### config.mk
export PLATFORM = sky130hd
export DESIGN_NAME = evt_irq_collector
export DESIGN_NICKNAME = d
export VERILOG_FILES = /design/src/rtl/irqagg_pkg.sv /design/src/rtl/irq_src_slot.sv /design/src/rtl/irq_reg_port.sv /design/src/rtl/evt_irq_collector.sv
export SDC_FILE = /design/constraint.sdc
export NUM_CORES = 1
export LEC_CHECK = 0
export BUFFER_PORTS_ARGS = -buffer_cell sky130_fd_sc_hd__buf_2
export CAP_MARGIN = 20
export CELL_PAD_IN_SITES_DETAIL_PLACEMENT = 1
export CELL_PAD_IN_SITES_GLOBAL_PLACEMENT = 2
export CORE_MARGIN = 5
export CORE_UTILIZATION = 20
export CTS_CLUSTER_DIAMETER = 200
export DETAILED_ROUTE_END_ITERATION = 10
export PLACE_DENSITY_LB_ADDON = 0.1
export SYNTH_ARGS = -nofsm -noshare
export SYNTH_HDL_FRONTEND = slang
export SYNTH_HIERARCHICAL = 1
export SYNTH_SLANG_ARGS = --single-unit
### constraint.sdc
create_clock -name clk -period 2 [get_ports clk]
set_input_delay 0.1 -clock clk [delete_from_list [all_inputs] [get_ports clk]]
set_output_delay 0.1 -clock clk [all_outputs]
set_load 0.02 [all_outputs]
### src/rtl/irqagg_pkg.sv
package irqagg_pkg;
  localparam int unsigned NUM_SRC  = 3;
  localparam int unsigned ADDR_W   = 5;
  localparam int unsigned DATA_W   = 8;
  localparam int unsigned STAT_LSB = 5;
  localparam int unsigned EN_LSB   = 1;
  localparam logic [ADDR_W-1:0] IRQ_REG_ADDR = 5'h01;

  typedef logic [NUM_SRC-1:0] src_vec_t;
  typedef logic [DATA_W-1:0]  reg_byte_t;

  // Place pending flags and enables into the register byte; other bits 0.
  function automatic reg_byte_t pack_reg(input src_vec_t flags, input src_vec_t ens);
    reg_byte_t b;
    b = '0;
    b[STAT_LSB +: NUM_SRC] = flags;
    b[EN_LSB   +: NUM_SRC] = ens;
    return b;
  endfunction

  // Extract the enable field from written data.
  function automatic src_vec_t unpack_en(input reg_byte_t b);
    return b[EN_LSB +: NUM_SRC];
  endfunction
endpackage

### src/rtl/irq_src_slot.sv
module irq_src_slot (
  input  logic clk,
  input  logic rst_n,
  input  logic evt,
  input  logic wr_hit,
  input  logic wr_en_bit,
  output logic en_q,
  output logic flag_q,
  output logic capture,
  output logic clear
);
  // Clear wins over a same-cycle event; capture uses the enable held now.
  assign clear   = wr_hit & ~wr_en_bit;
  assign capture = evt & en_q & ~clear;

  always_ff @(posedge clk) begin
    if (!rst_n) begin
      en_q   <= 1'b0;
      flag_q <= 1'b0;
    end else begin
      if (wr_hit) en_q <= wr_en_bit;
      if (clear)        flag_q <= 1'b0;
      else if (capture) flag_q <= 1'b1;
    end
  end
endmodule

### src/rtl/irq_reg_port.sv
module irq_reg_port
  import irqagg_pkg::*;
#(
  parameter logic [ADDR_W-1:0] REG_ADDR = IRQ_REG_ADDR
) (
  input  logic              cfg_wr,
  input  logic              cfg_rd,
  input  logic [ADDR_W-1:0] cfg_addr,
  input  reg_byte_t         cfg_wdata,
  input  src_vec_t          flags,
  input  src_vec_t          ens,
  output logic              wr_hit,
  output src_vec_t          wr_en_bits,
  output reg_byte_t         cfg_rdata
);
  logic sel;
  assign sel        = (cfg_addr == REG_ADDR);
  assign wr_hit     = cfg_wr & sel;
  assign wr_en_bits = unpack_en(cfg_wdata);
  assign cfg_rdata  = (cfg_rd && sel) ? pack_reg(flags, ens) : '0;
endmodule

### src/rtl/evt_irq_collector.sv
module evt_irq_collector
  import irqagg_pkg::*;
(
  input  logic              clk,
  input  logic              rst_n,
  input  logic [NUM_SRC-1:0] src_evt,
  input  logic              cfg_wr,
  input  logic              cfg_rd,
  input  logic [ADDR_W-1:0] cfg_addr,
  input  logic [DATA_W-1:0] cfg_wdata,
  output logic [DATA_W-1:0] cfg_rdata,
  output logic              irq_n
);
  logic     wr_hit;
  src_vec_t wr_en_bits;
  src_vec_t en_q;
  src_vec_t flag_q;
  src_vec_t capture;
  src_vec_t clear;
  src_vec_t active;

  irq_reg_port #(.REG_ADDR(IRQ_REG_ADDR)) u_port (
    .cfg_wr    (cfg_wr),
    .cfg_rd    (cfg_rd),
    .cfg_addr  (cfg_addr),
    .cfg_wdata (cfg_wdata),
    .flags     (flag_q),
    .ens       (en_q),
    .wr_hit    (wr_hit),
    .wr_en_bits(wr_en_bits),
    .cfg_rdata (cfg_rdata)
  );

  for (genvar i = 0; i < NUM_SRC; i++) begin : g_src
    irq_src_slot u_slot (
      .clk      (clk),
      .rst_n    (rst_n),
      .evt      (src_evt[i]),
      .wr_hit   (wr_hit),
      .wr_en_bit(wr_en_bits[i]),
      .en_q     (en_q[i]),
      .flag_q   (flag_q[i]),
      .capture  (capture[i]),
      .clear    (clear[i])
    );
  end

  assign active = flag_q & en_q;
  assign irq_n  = ~(|active);
endmodule

; ---- Word level (Yosys, flattened, before mapping)
; Cells that the tools add are included.
; Widths: inputs -> output; s select.
[word_totals]
reg_bits = 6
[classes]
eq_ne = 1
muxes = 1
bitwise_logic = 19
n_reduce_logical = 5
[op_table]
columns = operator, n
row1 = $and 1x1->1, 10
row2 = $mux 8, 1
row3 = $not 1->1, 8
row4 = $reduce_or 2->1, 3
row5 = $eq 5x1->1 const B, 1
row6 = $and 3x3->3, 1
row7 = $reduce_or 3->1, 1
row8 = $logic_and 1x1->1, 1

; ---- Logic depth before layout (Yosys ltp)
[depth]
word_depth = 5
ltp_mapped = 5

; ---- Hierarchy
; Netlist, hierarchy kept.
[modules_own_cells]
columns = mod, instances, cells_per_inst, area_per_inst_um2, seq_area_each_um2
row1 = irq_src_slot, 3, 9, 95.1, 40.0
row2 = irq_reg_port, 1, 21, 130.1, 0.0
row3 = evt_irq_collector, 1, 1, 10.0, 0.0

; ---- Least setup slack after synthesis
; OpenSTA, ideal clock, no wires.
[synth_timing]
path_kind = input to register
from = input cfg_addr[1]
to = register g_src[0].u_slot.flag_q
setup_time_ps = 118
t_arrival_ps = 1409
required_time_ps = 1882
slack_ps = 472
cell_stages = 5
path_buffers = 1
cell_sequence = or3b_1 buf_2 nor4b_2 nor2b_4 nor3b_2
[synth_via]
elab_chain_len = 5
word_cells_on_any_way = 6
[synth_lines]
columns = item, line
row1 = "start, declared", evt_irq_collector.sv:9  ; input logic [ADDR_W-1:0] cfg_addr,
row2 = $eq 5x1->1 *, irq_reg_port.sv:17  ; assign sel = (cfg_addr == REG_ADDR);
row3 = $and 1x1->1 *, irq_reg_port.sv:18  ; assign wr_hit = cfg_wr & sel;
row4 = via wr_hit, evt_irq_collector.sv:14  ; logic wr_hit;
row5 = $and 1x1->1 *, irq_src_slot.sv:13  ; assign clear = wr_hit & ~wr_en_bit;
row6 = via clear[0], evt_irq_collector.sv:19  ; src_vec_t clear;
row7 = $not 1->1, irq_src_slot.sv:14  ; assign capture = evt & en_q & ~clear;
row8 = $and 1x1->1, irq_src_slot.sv:14
row9 = "end signal, assigned", irq_src_slot.sv:19  ; flag_q <= 1'b0;
row10 = "end signal, assigned", irq_src_slot.sv:22  ; if (clear) flag_q <= 1'b0;
row11 = "end signal, assigned", irq_src_slot.sv:23  ; else if (capture) flag_q <= 1'b1;
row12 = "end, declared", irq_src_slot.sv:8  ; output logic flag_q,
; Mark *: on every way through the listed nets, which the timed path passes. The rest lies on a longest branch.
; A chain may end at the register's enable or synchronous reset.

; ---- Final worst setup path
[layout_timing]
from = input cfg_addr[1]
to = output cfg_rdata[3]
[layout_via]
elab_chain_len = 3
[layout_lines]
columns = item, line
row1 = $eq 5x1->1, irq_reg_port.sv:17
row2 = $logic_and 1x1->1, irq_reg_port.sv:20  ; assign cfg_rdata = (cfg_rd && sel) ? pack_reg(flags, ens) : '0;
row3 = $mux 8, irq_reg_port.sv:20
row4 = "end, declared", evt_irq_collector.sv:11  ; output logic [DATA_W-1:0] cfg_rdata,
; Every way passes these cells.

==> results.md <==
### CTS
- count of hold buffers inserted by post-cts repair: 0
- cts bufs inserted: 3
- clock-pin slew on the worst setup and hold paths: 40 ps
- clk_lat worst skew: 240 ps
- total number of H-tree levels: 1
- number of clock sinks: 6
- clock tree from TritonCTS: built
- setup bufs post-CTS: 0
- post-CTS resize count: 0
- maximum buffer depth of the clock tree: 2
- cell at the root of the clock tree: clkbuf_4

### Placed design
- setup slack after placement: 485 ps
- count of buffers inserted at the top-level ports: 21
- weighted congestion at the end of routability-driven global placement: 0.596

### Die
- die area: 3010 um2
- placement row count: 16
- core area: 1940 um2
- Die Y: 54.9 um
- Starting Density: 0.207
- count of boundary I/O pins: 29
- horizontal die dimension: 54.9 um

### Worst hold path
- class of the worst hold path: input port to flop

### Synth
- gate count of the mapped netlist: 43
- Synth warnings: 6
- average cell area after synthesis: 9.37 um2
- Post-Synthesis Cell Area: 403 um2

### Timing
- highest clock frequency the design can meet: 789 MHz
- number of setup violations in the final report: 0
- TNS Setup: 0 ps
- Final period util: 0.634
- unrepaired setup endpoints after global routing: false
- setup skew after layout: 0.164 ps
- hold violation count in the final report: 0
- min Tclk post-route: 1270 ps
- pins over their slew limit: 0
- Worst Setup Slack, final: 733 ps

### Setup path
- Critical Path Sink: cfg_rdata[3]
- worst endpoint required time: 1900 ps
- Worst Setup Path Type: input port to primary output
- R2R cell count: 2
- total stage count of the critical path: 4
- startpoint of the lowest-slack register-to-register path: g_src[2].u_slot/en_q
- type of element launching the critical path: input port
- startpoint of the most critical setup path: cfg_addr[1]
- CP max FO: 7
- buffers plus inverters on the worst setup path: 2
- slowest cell on the critical path: or3b_1
- Crit path arrival time: 1170 ps
- worst reg-to-reg setup slack: 1300 ps
- family with the most delay on the worst path: simple AND/OR/NAND/NOR gates
- Worst path max stage delay: 490 ps
- dominant cell type by count on the critical path: buf_2
- endpoint class of the critical path: primary output
- cells along the critical path: buf_2 -> or3b_1 -> nor4_1 -> buf_2
- capturing point of the worst reg2reg path: g_src[2].u_slot/flag_q

### Detailed routing
- number of optimization iterations in the first detailed-route pass: 4
- routed wire length per instance: 11.8 um
- detailed-route DRC error count: 0
- DRC violation total after the first TritonRoute iteration: 6
- Routed Wire Length: 1060 um
- detail-routed via count per cell: 4.21
- total via count in the routed design: 379
- number of nets still failing antenna checks after routing: 0

### Cells and area
- Post-layout nets: 85
- count of inserted antenna diode cells: 0
- share of cells above drive strength 1: 0.508
- area added between synthesis and finish: 32.3%

### Pwr
- peak supply drop: 0.194 mV
- total chip power: 262 uW
- pwr/cell area: 491 nW/um2
- leakage power: 0.000195 uW

### Global route
- first-pass GRT wire length: 1580 um
- number of antenna violations at the first check in global routing: 0
- sum of overflow across all layers after global routing: 0
- via count of the first global-routing pass: 378
- pin count of the biggest net entering global routing: 8
- Total GRT Usage: 0.0769

### Run
- max capacitance violation total: 0

### Outcome
- result of the run: complete, no violations

[layout by cell type (no fill, tap or decap)]
cell type and count:
buf_2 21, dfxtp_1 6, nand2_1 6, nor4_1 6, clkbuf_4 3, nor2b_4 3, mux2i_1 3, nor2b_1 3
a21oi_1 3, nor3b_2 3, conb_1 2, a222oi_1 1, buf_4 1, or3b_1 1, nor4b_2 1
[how the worst min path moves through the flow]
| stage | start | end | slack, ps | cells after the start |
|---|---|---|---|---|
| 6_report | rst_n | g_src[0].u_slot/en_q | 150 | 2 |
| 5_1_grt | rst_n | g_src[0].u_slot/en_q | 160 | 2 |
| 4_1_cts | rst_n | g_src[2].u_slot/en_q | 150 | 2 |
| 3_5_place_dp | rst_n | g_src[2].u_slot/en_q | 400 | 2 |
| 3_3_place_gp | rst_n | g_src[2].u_slot/en_q | 400 | 2 |
| 2_1_floorplan | rst_n | g_src[0].u_slot/en_q | 230 | 1 |
[where the power goes]
| part | total (uW) | leakage, uW | internal, uW | switching, uW |
|---|---|---|---|---|
| Combinational | 33.1 | 0.000133 | 15.0 | 18.1 |
| Sequential | 122 | 0.0000483 | 121 | 0.722 |
| Clock | 107 | 0.0000138 | 67.6 | 39.5 |
[state kept, by name, indices dropped and copies added (netlist names)]
name / cells
g_src.u_slot/en_q: 3
g_src.u_slot/flag_q: 3
[metrics by stage]
step           hold WS [ps]  instances  area, um2   util
2_1_floorplan           228         44        407      -
3_5_place_dp            399         87        510  0.263
4_1_cts                 152         90        533  0.274
3_3_place_gp            400         87        510  0.263
6_report                150         90        533  0.274
5_1_grt                 157         90        533  0.274
[routing by layer]
layer / part of all wire / global-route usage
met5: 0 / 0
met1: 0.46 / 0.0874
met3: 0.11 / 0.0327
met2: 0.41 / 0.116
met4: 0.013 / 0.0498
[final cells by class]
cell class                 count  area, um2
fill                         251       1410
sequential                     6        120
clock buffer                   3       22.5
tap                           27       33.8
timing repair buffer          22        113
multi-input combinational     32        244
[worst register-to-register path, cell delays in order (launching register included)]
cell	delay, ps
dfxtp_1	390
a21oi_1	100
nor3b_2	150
Note: power is estimated with default switching activity, not from simulation.
